`src/rtl/hbp_pkg.sv`:
```
package hbp_pkg;

    // Direction of the portal.
    typedef enum logic {
        PORT_READ  = 1'b0,
        PORT_WRITE = 1'b1
    } hbp_dir_e;

    // One decoded host access.
    typedef struct packed {
        logic rd;   // read strobe hit the window
        logic wr;   // write strobe hit the window
        logic lo;   // low byte lane addressed
        logic hi;   // high byte lane addressed (commit lane)
    } hbp_acc_t;

    // True when addr falls in the aligned block of 2**span_lg starting at base.
    function automatic logic in_window(input logic [15:0] addr,
                                       input logic [15:0] base,
                                       input int unsigned span_lg);
        return (addr >> span_lg) == (base >> span_lg);
    endfunction

endpackage

```
`src/rtl/hbp_decode.sv`:
```
module hbp_decode
    import hbp_pkg::*;
#(
    parameter int unsigned ADDR_W       = 7,
    parameter int unsigned BYTE_BASE    = 'h40,
    parameter int unsigned BYTE_SPAN_LG = 5,
    parameter int unsigned WORD_BASE    = 'h20,
    parameter int unsigned WORD_SPAN_LG = 4
) (
    input  logic              host_cs,
    input  logic              host_we,
    input  logic              host_re,
    input  logic [ADDR_W-1:0] host_addr,
    input  logic              bus_wide,
    output hbp_acc_t          acc
);
    localparam logic [15:0] BYTE_BASE_V = 16'(BYTE_BASE);
    localparam logic [15:0] WORD_BASE_V = 16'(WORD_BASE);

    logic hit;

    always_comb begin
        if (bus_wide)
            hit = host_cs & in_window(16'(host_addr), WORD_BASE_V, WORD_SPAN_LG);
        else
            hit = host_cs & in_window(16'(host_addr), BYTE_BASE_V, BYTE_SPAN_LG);

        acc.rd = hit & host_re;
        acc.wr = hit & host_we;
        acc.lo = bus_wide | ~host_addr[0];
        acc.hi = bus_wide |  host_addr[0];
    end
endmodule

```
`src/rtl/hbp_wr_path.sv`:
```
module hbp_wr_path
    import hbp_pkg::*;
#(
    parameter int unsigned DATA_W = 16
) (
    input  logic              clk,
    input  logic              rst,
    input  logic              flush,
    input  logic              en,
    input  logic              bus_wide,
    input  hbp_acc_t          acc,
    input  logic [DATA_W-1:0] host_wdata,
    input  logic              push_ready,
    output logic              push_valid,
    output logic [DATA_W-1:0] push_data,
    output logic              ovf_set
);
    localparam int unsigned BYTE_W = DATA_W / 2;

    logic [BYTE_W-1:0] lo_hold;

    // Low-byte holding register: only a narrow low-lane write loads it.
    always_ff @(posedge clk) begin
        if (rst || flush)
            lo_hold <= '0;
        else if (en && acc.wr && acc.lo && !bus_wide)
            lo_hold <= host_wdata[BYTE_W-1:0];
    end

    // A high-lane (or full-word) write is the commit point.
    always_comb begin
        push_valid = en & acc.wr & acc.hi;
        push_data  = bus_wide ? host_wdata
                              : {host_wdata[BYTE_W-1:0], lo_hold};
        ovf_set    = push_valid & ~push_ready;
    end
endmodule

```
`src/rtl/hbp_rd_path.sv`:
```
module hbp_rd_path
    import hbp_pkg::*;
#(
    parameter int unsigned DATA_W = 16
) (
    input  logic              clk,
    input  logic              rst,
    input  logic              flush,
    input  logic              en,
    input  logic              bus_wide,
    input  hbp_acc_t          acc,
    input  logic              pop_valid,
    input  logic [DATA_W-1:0] pop_data,
    output logic              pop_ready,
    output logic [DATA_W-1:0] rdata,
    output logic              held,
    output logic              unf_set
);
    localparam int unsigned BYTE_W = DATA_W / 2;

    logic [DATA_W-1:0] rd_hold;
    logic              rd_full;
    logic              release_w;

    always_comb begin
        pop_ready = en & ~rd_full;
        release_w = en & acc.rd & acc.hi & rd_full;
        unf_set   = en & acc.rd & ~rd_full;
        held      = rd_full;

        rdata = '0;
        if (en && acc.rd) begin
            if (bus_wide)
                rdata = rd_hold;
            else if (acc.hi)
                rdata = {{BYTE_W{1'b0}}, rd_hold[DATA_W-1:BYTE_W]};
            else
                rdata = {{BYTE_W{1'b0}}, rd_hold[BYTE_W-1:0]};
        end
    end

    // Prefetch and release never coincide: one needs the register empty,
    // the other needs it full.
    always_ff @(posedge clk) begin
        if (rst || flush) begin
            rd_hold <= '0;
            rd_full <= 1'b0;
        end else if (pop_ready && pop_valid) begin
            rd_hold <= pop_data;
            rd_full <= 1'b1;
        end else if (release_w) begin
            rd_full <= 1'b0;
        end
    end
endmodule

```
`src/rtl/hbuf_portal.sv`:
```
module hbuf_portal
    import hbp_pkg::*;
#(
    parameter int unsigned ADDR_W       = 7,
    parameter int unsigned DATA_W       = 16,
    parameter int unsigned BYTE_BASE    = 'h40,
    parameter int unsigned BYTE_SPAN_LG = 5,
    parameter int unsigned WORD_BASE    = 'h20,
    parameter int unsigned WORD_SPAN_LG = 4
) (
    input  logic              clk,
    input  logic              rst,
    input  logic              bus_wide,
    input  logic              dir_wr,
    input  logic              host_cs,
    input  logic              host_we,
    input  logic              host_re,
    input  logic [ADDR_W-1:0] host_addr,
    input  logic [DATA_W-1:0] host_wdata,
    output logic [DATA_W-1:0] host_rdata,
    output logic              buf_ready,
    output logic              ovf_flag,
    output logic              unf_flag,
    output logic              push_valid,
    output logic [DATA_W-1:0] push_data,
    input  logic              push_ready,
    input  logic              pop_valid,
    input  logic [DATA_W-1:0] pop_data,
    output logic              pop_ready
);
    hbp_dir_e dir_now, dir_q;
    hbp_acc_t acc;
    logic     dir_chg, wr_en, rd_en, held, ovf_set, unf_set;

    assign dir_now = hbp_dir_e'(dir_wr);

    always_ff @(posedge clk) begin
        if (rst) dir_q <= PORT_READ;
        else     dir_q <= dir_now;
    end

    always_comb begin
        dir_chg = (dir_now != dir_q);
        wr_en   = (dir_now == PORT_WRITE) & ~dir_chg;
        rd_en   = (dir_now == PORT_READ)  & ~dir_chg;
    end

    hbp_decode #(
        .ADDR_W(ADDR_W), .BYTE_BASE(BYTE_BASE), .BYTE_SPAN_LG(BYTE_SPAN_LG),
        .WORD_BASE(WORD_BASE), .WORD_SPAN_LG(WORD_SPAN_LG)
    ) u_dec (
        .host_cs(host_cs), .host_we(host_we), .host_re(host_re),
        .host_addr(host_addr), .bus_wide(bus_wide), .acc(acc)
    );

    hbp_wr_path #(.DATA_W(DATA_W)) u_wr (
        .clk(clk), .rst(rst), .flush(dir_chg), .en(wr_en),
        .bus_wide(bus_wide), .acc(acc), .host_wdata(host_wdata),
        .push_ready(push_ready), .push_valid(push_valid),
        .push_data(push_data), .ovf_set(ovf_set)
    );

    hbp_rd_path #(.DATA_W(DATA_W)) u_rd (
        .clk(clk), .rst(rst), .flush(dir_chg), .en(rd_en),
        .bus_wide(bus_wide), .acc(acc), .pop_valid(pop_valid),
        .pop_data(pop_data), .pop_ready(pop_ready), .rdata(host_rdata),
        .held(held), .unf_set(unf_set)
    );

    always_ff @(posedge clk) begin
        if (rst) begin
            ovf_flag <= 1'b0;
            unf_flag <= 1'b0;
        end else begin
            if (ovf_set) ovf_flag <= 1'b1;
            if (unf_set) unf_flag <= 1'b1;
        end
    end

    assign buf_ready = (dir_now == PORT_WRITE) ? push_ready : held;
endmodule

```
`config.mk`:
```
export PLATFORM = sky130hd
export DESIGN_NAME = hbuf_portal
export DESIGN_NICKNAME = d
export VERILOG_FILES = /design/src/rtl/hbp_pkg.sv /design/src/rtl/hbp_decode.sv /design/src/rtl/hbp_wr_path.sv /design/src/rtl/hbp_rd_path.sv /design/src/rtl/hbuf_portal.sv
export SDC_FILE = /design/constraint.sdc
export NUM_CORES = 1
export LEC_CHECK = 0
export ABC_CLOCK_PERIOD_IN_PS = 1830
export BUFFER_PORTS_ARGS = -buffer_cell sky130_fd_sc_hd__buf_2
export CAP_MARGIN = 20
export CORE_ASPECT_RATIO = 1.25
export CORE_UTILIZATION = 25
export DETAILED_ROUTE_END_ITERATION = 8
export GPL_TIMING_DRIVEN = 0
export SLEW_MARGIN = 10
export SYNTH_ARGS = -nofsm -noshare
export SYNTH_HDL_FRONTEND = slang
export SYNTH_HIERARCHICAL = 1
export SYNTH_SLANG_ARGS = --single-unit
```
`constraint.sdc`:
```
create_clock -name clk -period 1.83 [get_ports clk]
set_input_delay 0.0915 -clock clk [delete_from_list [all_inputs] [get_ports clk]]
set_output_delay 0.0915 -clock clk [all_outputs]
set_load 0.005 [all_outputs]
```
After elaboration in Yosys (flattened, before gate mapping)

Cells that the tools add are included.

Bitwise gates (word level): 21
Muxes and demuxes: 8
Eq/ne operators: 3
Reduce and logical (&&, ||, !) cells: 8

Operator list:

| operator                                            | count |
|---|---|
| 2-to-1 mux 16 bit                                   | 3 |
| AND 1 bit                                           | 14 |
| 2-to-1 mux 8 bit                                    | 1 |
| logical AND 1 bit                                   | 5 |
| inverter 1 bit                                      | 5 |
| 2-to-1 mux 1 bit                                    | 4 |
| equality test 3 x 2 -> 1 bit, second input constant | 1 |
| equality test 2 bit, second input constant          | 1 |
| bitwise OR 1 bit                                    | 2 |
| nonzero test 2 bit                                  | 1 |
| zero test 1 bit                                     | 1 |
| logical OR 1 bit                                    | 1 |
| != test 1 bit                                       | 1 |

Flip-flop bits (word level): 28
Output and inout bits: 37

Longest topological paths before layout

Gate-level depths: netlist (run 1).

Depth in word-level cells: 9
Depth in mapped cells: 7
Gate-level depth less buffers: 5

Modules after synthesis

Netlist (run 1), hierarchy kept.

Modules (own cells, without submodules):

| module      | sequential area each (um2) | instances | area an instance (um2) | cells each |
|---|---|---|---|---|
| hbp_rd_path | 340.3                      | 1         | 859.6                  | 116 |
| hbp_wr_path | 160.2                      | 1         | 650.6                  | 58 |
| hbuf_portal | 60.1                       | 1         | 133.9                  | 11 |
| hbp_decode  | 0.0                        | 1         | 50.0                   | 8 |

Worst setup path after synthesis (run 1)

No wires, ideal clock.

Path type: input -> register
From: input bus_wide
To: register u_wr.lo_hold[0]
Data required time: 1.709 ns
Path slack: 0.443 ns
Stages on the path: 5
Path buffers: 1
Arrival: 1.266 ns
Setup time: 0.121 ns
Cells stage by stage: or3b_1 a21oi_1 and4b_1 buf_6 mux2_4

RTL lines:

| what                 | line              | source |
|---|---|---|
| from (decl)          | hbuf_portal.sv:13 | `input logic bus_wide,` |
| to (signal assigned) | hbp_wr_path.sv:27 | `lo_hold <= host_wdata[BYTE_W-1:0];` |
| to (decl)            | hbp_wr_path.sv:20 | `logic [BYTE_W-1:0] lo_hold;` |

==> results of run 1 <==
synth_stat cells, drive strengths merged (2+ instances only):
library cell | number | area [µm²]
dfxtp | 28 | 561
buf | 10 | 83.8
nand2b | 2 | 12.5
mux2 | 25 | 315
nor2b | 4 | 25.0
inv | 2 | 7.51
o21ba | 2 | 20.0
or2 | 2 | 12.5
nand2 | 51 | 196
and2 | 2 | 12.5
and3 | 9 | 56.3
clkbuf | 4 | 18.8
a21oi | 27 | 169
nor3b | 16 | 120
ha | 2 | 25.0
metal layers:
| layer | GRT usage | up-vias | share of wire |
|---|---|---|---|
| met4 | 0.0278 | 0 | 0.0032 |
| met5 | 0 | - | 0 |
| met2 | 0.220 | 67 | 0.48 |
| li1 | - | 827 | - |
| met1 | 0.149 | 727 | 0.46 |
| met3 | 0.0215 | 2 | 0.061 |
flip-flops by register name, indices dropped and copies added (netlist names):
signal        cells
u_rd/rd_hold     16
ovf_flag          1
unf_flag          1
u_wr/lo_hold      8
u_rd/held         1
dir_q             1
cells by family after synthesis:
kind of cell             Yosys count  synth area share
AND/OR/NAND/NOR                   93             0.292
AO/OA/AOI/OAI                     29             0.112
flip-flops                        28             0.331
multiplexers                      25             0.186
buffers and inverters             16            0.0650
adder cells (fa/ha/maj)            2            0.0148
where the power goes:
group | total [µW] | switching (µW) | internal [µW]
registers | 626 | 6.93 | 620
logic | 245 | 123 | 122
clock network | 491 | 198 | 293
total | 1360 | 328 | 1030
worst max-delay path by stage:
stage,start,to,slack (ps)
2_1_floorplan,bus_wide,u_wr/lo_hold[0]$_SDFFE_PP0P_,440
3_3_place_gp,bus_wide,host_rdata[11],-70
3_5_place_dp,bus_wide,host_rdata[11],-130
4_1_cts,bus_wide,host_rdata[11],10
5_1_grt,bus_wide,host_rdata[11],7
6_report,bus_wide,host_rdata[11],110
layout make-up:
type	instances	area, µm²	area share
buffer	14	103	0.0449
clock buffer	3	41.3	0.0181
clock inverter	1	30.0	0.0132
inverter	2	7.51	0.00329
multi-input combinational	149	1030	0.450
sequential	28	561	0.245
tap	87	109	0.0477
timing repair buffer	81	405	0.178
worst max-delay path, stage by stage:
cell and delay [ps]:
sky130_fd_sc_hd__buf_2 180, sky130_fd_sc_hd__or3b_1 430, sky130_fd_sc_hd__a21oi_2 270, sky130_fd_sc_hd__and2_1 330
sky130_fd_sc_hd__and3_1 200, sky130_fd_sc_hd__buf_2 120
per-stage QoR:
| stage | power (µW) | setup slack (ps) | instance area [µm²] |
|---|---|---|---|
| after floorplan | 777 | 443 | 1690 |
| after global placement | 886 | -73.8 | 2210 |
| after detailed placement | 887 | -134 | 2210 |
| after CTS | 1390 | 12.6 | 2280 |
| after global routing | 1430 | 7.41 | 2280 |
| final | 1360 | 109 | 2280 |
repair_timing:
| action | 4_1_cts | 5_1_grt |
|---|---|---|
| setup endpoints to repair | 13 | 8 |
| setup buffers | 0 | 0 |
| resized for setup | 1 | 1 |
| cloned | 0 | 0 |
==> results by group, run 1 <==
Outcome
  – Outcome: complete, no violations

Finish
  – Fin cells: 365
  – # diodes: 0
  – Share of cells above drive strength 1: 0.500
  – Number of nets in the layout: 329
  – Commonest cells after routing, fill and taps aside: 87 x sky130_fd_sc_hd__buf_2, 49 x sky130_fd_sc_hd__nand2_1, 28 x sky130_fd_sc_hd__dfxtp_1
  – Filler cells: 712
  – Util after Layout: 0.348
  – Most frequent standard cell in the layout excluding fill and tap cells: sky130_fd_sc_hd__buf_2
  – Area growth from synthesis to layout: 34.8%

Die
  – Effective utilization at floorplan: 0.258
  – Overall die width: 75.6 µm
  – Die area: 7110 µm²
  – Die height: 94.0 µm
  – Top-level port count: 85
  – Placeable core region: 6570 µm²
  – Cell Rows: 33

Clock tree
  – TritonCTS clock tree: done
  – Clock transition at the register clock pins on the worst setup and hold paths after CTS: 100 ps
  – Maximum count of clock buffers along a single path: 2
  – Hold-fix buffer count after cts: 0
  – Worst-skew pair later-pin latency: 270 ps
  – Number of sinks handled by clock tree synthesis: 28
  – Total number of H-tree levels: 1
  – CTS Buf Count: 3
  – Clock root buffer master: sky130_fd_sc_hd__clkbuf_8

Global route
  – Pin count of the biggest net entering global routing: 17
  – Initial antenna violation count: 0
  – Wire length of the first global-routing pass: 6.73 mm
  – GRT Overall Usage: 0.123
  – Final global-route overflow total: 0
  – Via count of the first global-routing pass: 1,462

Synthesis
  – Asr flop ratio synth: 0
  – Netlist cell types: 30
  – Ys flop type: sky130_fd_sc_hd__dfxtp_1
  – Sequential share of the synthesized area: 0.331
  – Nets in the synthesized netlist: 243
  – Synthesized netlist cell count: 193
  – Flops & latches, synth: 28
  – Post-synth EDFFs: 0
  – Mean instance size in the synthesized netlist: 8.78 µm²
  – Combined area of all synthesized cells: 1690 µm²
  – YS warnings: 6

Worst setup path
  – Largest fanout on the critical path: 15
  – Arrival @ worst endpoint: 1630 ps
  – Critical R2R Launch: dir_q$_SDFF_PP0_
  – Endpoint of the worst register-to-register path: u_wr/lo_hold[3]$_SDFFE_PP0P_
  – Worst endpoint required time: 1740 ps
  – WS Path Type: in -> out
  – Startpoint Class: primary input
  – Worst reg-to-reg path cell count: 6
  – Crit end category: output port
  – Reg2Reg Setup Slack: 290 ps

Flow run
  – Maximum capacitance violations: 0

Timing
  – Worst clock skew: 4.26 ps
  – Tightest hold margin: 12.3 ps
  – Unrepaired setup endpoints after global routing: no
  – Final number of hold-violating endpoints: 0
  – Worst Max-Slew Pin Slew: 332 ps
  – Time the worst path needs with I/O delays and setup: 1720 ps
  – Max transition margin: 0.779
  – Pins Over Slew Limit: 0
  – Share of the clock period used by the worst path after layout: 0.941
  – Setup TNS: 0 ps
  – Total of endpoints with negative setup slack in the final report: 0
  – Highest attainable clock frequency: 0.581 GHz

Worst hold path
  – Hold Crit Start: rst
  – Hold EP: dir_q$_SDFF_PP0_
  – Classification of the worst-slack hold path: in -> reg
  – Worst hold path stage count: 2

Route
  – Number of routed nets with antenna violations: 0
  – Pre-Repair DR Iteration Count: 4
  – Via count: 1,623
  – Final Routed Wirelength: 4.37 mm
  – Initial DRC count: 27
  – Routed wire per std cell: 12.0 µm
  – DR vias/cell: 4.45
  – DRC violation count after routing: 0

Power and ir drop
  – Power density relative to cell area: 597 nW/µm²
  – Leakage Power: 0.00101 µW
  – Max rail drop VDD: 270 µV

Placed design
  – Final HPWL DP: 3.45 mm
  – Cell count after placement: 361
  – Final RePlAce weighted congestion: 0.748
  – Port Buffers: 81
No activity file was read; power rests on OpenSTA's default activity.
==> run 2: changes to the inputs <==
--- a/config.mk
+++ b/config.mk
@@ -11,7 +11,7 @@
 export CORE_ASPECT_RATIO = 1.25
 export CORE_UTILIZATION = 25
 export DETAILED_ROUTE_END_ITERATION = 8
-export GPL_TIMING_DRIVEN = 0
+export GPL_TIMING_DRIVEN = 1
 export SLEW_MARGIN = 10
 export SYNTH_ARGS = -nofsm -noshare
 export SYNTH_HDL_FRONTEND = slang
==> run 2 against run 1 <==
Net effect: sequential share of layout area up 0.45 points; largest cell class unchanged; final cell count down 1.9%; first-iteration DRC count up 15%.
==> results by group, run 2 (same netlist as run 1, synthesis figures left out) <==
Outcome
  – Outcome: complete, no violations

Global route
  – Wire length of the first global-routing pass: 6.53 mm
  – GRT Overall Usage: 0.120
  – Initial antenna violation count: 0
  – Pin count of the biggest net entering global routing: 20
  – Via count of the first global-routing pass: 1,503
  – Final global-route overflow total: 0

Finish
  – Area growth from synthesis to layout: 32.3%
  – Share of cells above drive strength 1: 0.487
  – Flip-flop count of the largest register after layout: 16
  – # diodes: 0
  – Fin cells: 358
  – Largest registers in the final layout: u_rd/rd_hold: 16 flops, u_wr/lo_hold: 8 flops
  – Most frequent standard cell in the layout excluding fill and tap cells: sky130_fd_sc_hd__buf_2
  – Filler cells: 701
  – Top reg by flops: u_rd/rd_hold
  – Number of nets in the layout: 322
  – Commonest cells after routing, fill and taps aside: 81 x sky130_fd_sc_hd__buf_2, 49 x sky130_fd_sc_hd__nand2_1, 28 x sky130_fd_sc_hd__dfxtp_1

Worst setup path
  – Worst endpoint required time: 1740 ps
  – Reg2Reg Setup Slack: 310 ps
  – Critical path cell sequence: inv_1 > ha_1 > and2_0 > and3_1 > buf_2
  – Critical R2R Launch: dir_q$_SDFF_PP0_
  – Arrival @ worst endpoint: 1610 ps
  – Delay of the slowest cell on the worst path: 370 ps
  – Startpoint Class: flip-flop
  – Slowest cell on the critical path: sky130_fd_sc_hd__and2_0
  – Crit end category: output port
  – Worst reg-to-reg path cell count: 4
  – Largest fanout on the critical path: 8
  – Endpoint of the worst register-to-register path: u_rd/held$_SDFFE_PP0P_
  – WS Path Type: reg -> out

Timing
  – Unrepaired setup endpoints after global routing: no
  – Setup TNS: 0 ps
  – Final number of hold-violating endpoints: 0
  – Total of endpoints with negative setup slack in the final report: 0
  – Worst clock skew: 5.24 ps
  – Share of the clock period used by the worst path after layout: 0.931
  – Time the worst path needs with I/O delays and setup: 1700 ps
  – Worst Max-Slew Pin Slew: 804 ps
  – Highest attainable clock frequency: 0.587 GHz
  – Final worst-path setup slack: 127 ps
  – Max transition margin: 0.464
  – Tightest hold margin: 42.2 ps
  – Pins Over Slew Limit: 0

Worst hold path
  – Worst hold path stage count: 3
  – Hold Crit Start: pop_data[2]
  – Classification of the worst-slack hold path: in -> reg
  – Hold EP: u_rd/rd_hold[2]$_SDFFE_PP0P_

Power and ir drop
  – Leakage Power: 0.000987 µW
  – Max rail drop VDD: 280 µV
  – Power density relative to cell area: 600 nW/µm²
  – Total Power Consumption: 1350 µW

Die
  – Die height: 94.0 µm
  – Cell Rows: 33
  – Top-level port count: 85
  – Overall die width: 75.6 µm
  – Placeable core region: 6570 µm²
  – Effective utilization at floorplan: 0.258
  – Die area: 7110 µm²

Route
  – Pre-Repair DR Iteration Count: 4
  – DRC violation count after routing: 0
  – Final Routed Wirelength: 4.29 mm
  – Initial DRC count: 31
  – Routed wire per std cell: 12.0 µm
  – Number of routed nets with antenna violations: 0
  – DR vias/cell: 4.44
  – Via count: 1,588

Clock tree
  – Maximum count of clock buffers along a single path: 2
  – Count of instances resized after the clock tree is built: 0
  – Worst-skew pair later-pin latency: 270 ps
  – Total number of H-tree levels: 1
  – Number of sinks handled by clock tree synthesis: 28
  – TritonCTS clock tree: done
  – CTS Buf Count: 3
  – Clock root buffer master: sky130_fd_sc_hd__clkbuf_8
  – Hold-fix buffer count after cts: 0
  – Clock transition at the register clock pins on the worst setup and hold paths after CTS: 100 ps
  – Buffers inserted by post-CTS timing repair: 0

Placed design
  – Cell count after placement: 354
  – Final HPWL DP: 3.32 mm
  – Port Buffers: 81
  – Final RePlAce weighted congestion: 0.730
  – Dpl ws: 168 ps

Flow run
  – Maximum capacitance violations: 0
==> run 2: changes by cell type in the layout (fill, tap and decap cells not counted) <==
cell | previous run | this run
sky130_fd_sc_hd__buf_2 | 87 | 81
sky130_fd_sc_hd__buf_4 | 0 | 6
sky130_fd_sc_hd__buf_6 | 3 | 0
sky130_fd_sc_hd__clkbuf_2 | 3 | 0
sky130_fd_sc_hd__a21oi_1 | 17 | 18
sky130_fd_sc_hd__a21oi_2 | 10 | 9
sky130_fd_sc_hd__and2_0 | 0 | 1
sky130_fd_sc_hd__and2_1 | 2 | 1
sky130_fd_sc_hd__clkbuf_1 | 1 | 0
==> run 2: how the worst max path moves through the flow <==
stage	from	endpoint	slack (ps)	depth (start not counted)
after CTS	dir_q$_SDFF_PP0_	host_rdata[11]	120	5
after floorplan	bus_wide	u_wr/lo_hold[0]$_SDFFE_PP0P_	440	5
after global routing	dir_q$_SDFF_PP0_	host_rdata[10]	8	5
final	dir_q$_SDFF_PP0_	host_rdata[11]	130	5
after global placement	bus_wide	host_rdata[11]	180	7
after detailed placement	bus_wide	host_rdata[11]	170	7
==> run 2: cell type report <==
type	count	area (µm²)	share of cell area
clock inverter	1	30.0	0.0134
sequential	28	561	0.250
multi-input combinational	149	1020	0.456
inverter	2	7.51	0.00335
timing repair buffer	88	470	0.210
tap	87	109	0.0485
clock buffer	3	41.3	0.0184
==> run 2: routing by layer <==
metal | part of all wire | GRT usage | up-vias
li1 | - | - | 811
met1 | 0.45 | 0.140 | 707
met2 | 0.47 | 0.213 | 68
met3 | 0.073 | 0.0311 | 2
met4 | 0.0033 | 0.0278 | 0
met5 | 0 | 0 | -
==> run 2: worst max-delay path, delay by kind of cell, from the launching register on <==
kind                       cells  cell delay, ps
DFF                            1             330
adders and majority gates      1             250
buffers and inverters          2             160
and+or+nand+nor                2             600
==> run 2: power by group <==
| part | switching [µW] | internal, µW | total, µW |
|---|---|---|---|
| clock | 195 | 293 | 488 |
| sequential | 6.78 | 620 | 626 |
| combinational | 120 | 112 | 232 |
==> run 2: metrics by stage <==
stage	utilization	cell area (µm²)
floorplan	-	1690
global placement	0.331	2170
detailed placement	0.331	2170
CTS	0.342	2240
global route	0.342	2240
finish	0.342	2240
==> run 3: changes to the inputs <==
--- a/config.mk
+++ b/config.mk
@@ -9,9 +9,10 @@
 export BUFFER_PORTS_ARGS = -buffer_cell sky130_fd_sc_hd__buf_2
 export CAP_MARGIN = 20
 export CORE_ASPECT_RATIO = 1.25
-export CORE_UTILIZATION = 25
+export CORE_UTILIZATION = 40
 export DETAILED_ROUTE_END_ITERATION = 8
 export GPL_TIMING_DRIVEN = 1
+export PLACE_DENSITY = 0.71
 export SLEW_MARGIN = 10
 export SYNTH_ARGS = -nofsm -noshare
 export SYNTH_HDL_FRONTEND = slang
==> run 3 against run 2 <==
Net effect: final cell count is 8.9% lower; maximum frequency fell by 0.71%; first-iteration DRC count increased by 110%; clock skew fell by 2.8 ps; highest routed layer unchanged.
==> results by group, run 3 (same netlist as run 1, synthesis figures left out) <==
Clock tree
  – Clock transition at the register clock pins on the worst setup and hold paths after CTS: 90 ps
  – Hold-fix buffer count after cts: 0
  – Buffers inserted by post-CTS timing repair: 0
  – Count of instances resized after the clock tree is built: 0
  – Clock root buffer master: sky130_fd_sc_hd__clkbuf_8
  – Maximum count of clock buffers along a single path: 2
  – CTS Buf Count: 3
  – Number of sinks handled by clock tree synthesis: 28
  – Total number of H-tree levels: 1
  – TritonCTS clock tree: done
  – Worst-skew pair later-pin latency: 270 ps

Finish
  – Flip-flop count of the largest register after layout: 16
  – Largest registers in the final layout: u_rd/rd_hold: 16 flops, u_wr/lo_hold: 8 flops
  – Fin cells: 326
  – Util after Layout: 0.539
  – Number of nets in the layout: 321
  – Commonest cells after routing, fill and taps aside: 81 x sky130_fd_sc_hd__buf_2, 49 x sky130_fd_sc_hd__nand2_1, 28 x sky130_fd_sc_hd__dfxtp_1
  – Post-Layout Inst Area: 2190 µm²
  – Area growth from synthesis to layout: 29.4%
  – # diodes: 0
  – Share of cells above drive strength 1: 0.485
  – Top reg by flops: u_rd/rd_hold
  – Most frequent standard cell in the layout excluding fill and tap cells: sky130_fd_sc_hd__buf_2

Worst setup path
  – Worst reg-to-reg path cell count: 4
  – Crit end category: output port
  – Slowest cell on the critical path: sky130_fd_sc_hd__and2_0
  – Critical R2R Launch: dir_q$_SDFF_PP0_
  – Worst endpoint required time: 1740 ps
  – Delay of the slowest cell on the worst path: 400 ps
  – WS Path Type: reg -> out
  – Startpoint Class: flip-flop
  – Reg2Reg Setup Slack: 280 ps
  – Critical path cell sequence: inv_1 > ha_1 > and2_0 > and3_1 > buf_2
  – Endpoint of the worst register-to-register path: u_rd/rd_hold[4]$_SDFFE_PP0P_
  – Largest fanout on the critical path: 8
  – Arrival @ worst endpoint: 1620 ps

Placed design
  – Cell count after placement: 322
  – Total placed instance area: 2140 µm²
  – Port Buffers: 81
  – Dpl ws: 156 ps
  – Final RePlAce weighted congestion: 0.791
  – Final HPWL DP: 3.00 mm

Timing
  – Max transition margin: 0.464
  – Final worst-path setup slack: 115 ps
  – Worst Max-Slew Pin Slew: 804 ps
  – Setup TNS: 0 ps
  – Final number of hold-violating endpoints: 0
  – Unrepaired setup endpoints after global routing: no
  – Total of endpoints with negative setup slack in the final report: 0
  – Share of the clock period used by the worst path after layout: 0.937
  – Time the worst path needs with I/O delays and setup: 1720 ps
  – Worst clock skew: 2.46 ps
  – Highest attainable clock frequency: 0.583 GHz
  – Pins Over Slew Limit: 0

Global route
  – Final global-route overflow total: 0
  – GRT Overall Usage: 0.179
  – Via count of the first global-routing pass: 1,429
  – Wire length of the first global-routing pass: 6.07 mm
  – Pin count of the biggest net entering global routing: 31
  – Initial antenna violation count: 0

Route
  – Initial DRC count: 66
  – DR vias/cell: 4.91
  – Routed wire per std cell: 12.2 µm
  – Pre-Repair DR Iteration Count: 4
  – Via count: 1,600
  – Number of routed nets with antenna violations: 0
  – Final Routed Wirelength: 3.98 mm
  – DRC violation count after routing: 0

Die
  – Die height: 74.8 µm
  – Die area: 4500 µm²
  – Top-level port count: 85
  – Effective utilization at floorplan: 0.417
  – Overall die width: 60.2 µm
  – Placeable core region: 4070 µm²
  – Cell Rows: 26

Worst hold path
  – Hold Crit Start: pop_data[15]
  – Classification of the worst-slack hold path: in -> reg
  – Hold EP: u_rd/rd_hold[15]$_SDFFE_PP0P_
  – Worst hold path stage count: 3

Power and ir drop
  – Leakage Power: 0.000980 µW
  – Power density relative to cell area: 566 nW/µm²
  – Max rail drop VDD: 277 µV

Flow run
  – Maximum capacitance violations: 0

Outcome
  – Outcome: complete, no violations
[run 3: changes by cell type in the layout (fill, tap and decap cells not counted)]
| cell | previous run | this run |
|---|---|---|
| sky130_fd_sc_hd__clkbuf_8 | 3 | 4 |
| sky130_fd_sc_hd__buf_12 | 1 | 2 |
| sky130_fd_sc_hd__buf_4 | 6 | 4 |
| sky130_fd_sc_hd__bufinv_16 | 1 | 0 |
[run 3: routing by layer]
metal / share of wire / track usage
met2: 0.50 / 0.330
met1: 0.42 / 0.201
met3: 0.073 / 0.0344
met4: 0.0060 / 0.0620
met5: 0 / 0
[run 3: worst max-delay path by stage]
| stage | start | end | slack (ps) |
|---|---|---|---|
| 6_report | dir_q$_SDFF_PP0_ | host_rdata[12] | 110 |
| 3_5_place_dp | bus_wide | host_rdata[12] | 160 |
| 5_1_grt | dir_q$_SDFF_PP0_ | host_rdata[15] | 30 |
| 4_1_cts | dir_q$_SDFF_PP0_ | host_rdata[12] | 100 |
| 2_1_floorplan | bus_wide | u_wr/lo_hold[0]$_SDFFE_PP0P_ | 440 |
| 3_3_place_gp | bus_wide | host_rdata[14] | 150 |
[run 3: final cells by class]
| cell class | count | area, µm² |
|---|---|---|
| flip-flops and latches | 28 | 561 |
| inverters | 2 | 7.51 |
| clock buffers | 4 | 55.1 |
| multi-input cells | 149 | 1020 |
| repair buffers | 87 | 475 |
| fillers | 417 | 1870 |
| well taps | 56 | 70.1 |
[run 3: where the power goes]
group	internal (µW)	leakage [µW]	switching (µW)	total (µW)
Combinational	114	0.000724	118	231
Clock	193	0.0000288	191	383
Sequential	619	0.000226	6.88	626
Total	926	0.000980	315	1240
[run 3: critical path: cells and delay by family (launching register included)]
kind                     cells  cell delay (ps)
flip-flops                   1              330
buffers and inverters        2              170
AND/OR/NAND/NOR              2              620
adder cells (fa/ha/maj)      1              250
[run 3: per-stage QoR]
stage | hold slack [ps] | total power [µW]
3_5_place_dp | 339 | 874
3_3_place_gp | 339 | 870
2_1_floorplan | 163 | 777
6_report | 46.4 | 1240
4_1_cts | 42.1 | 1260
5_1_grt | 51.1 | 1300
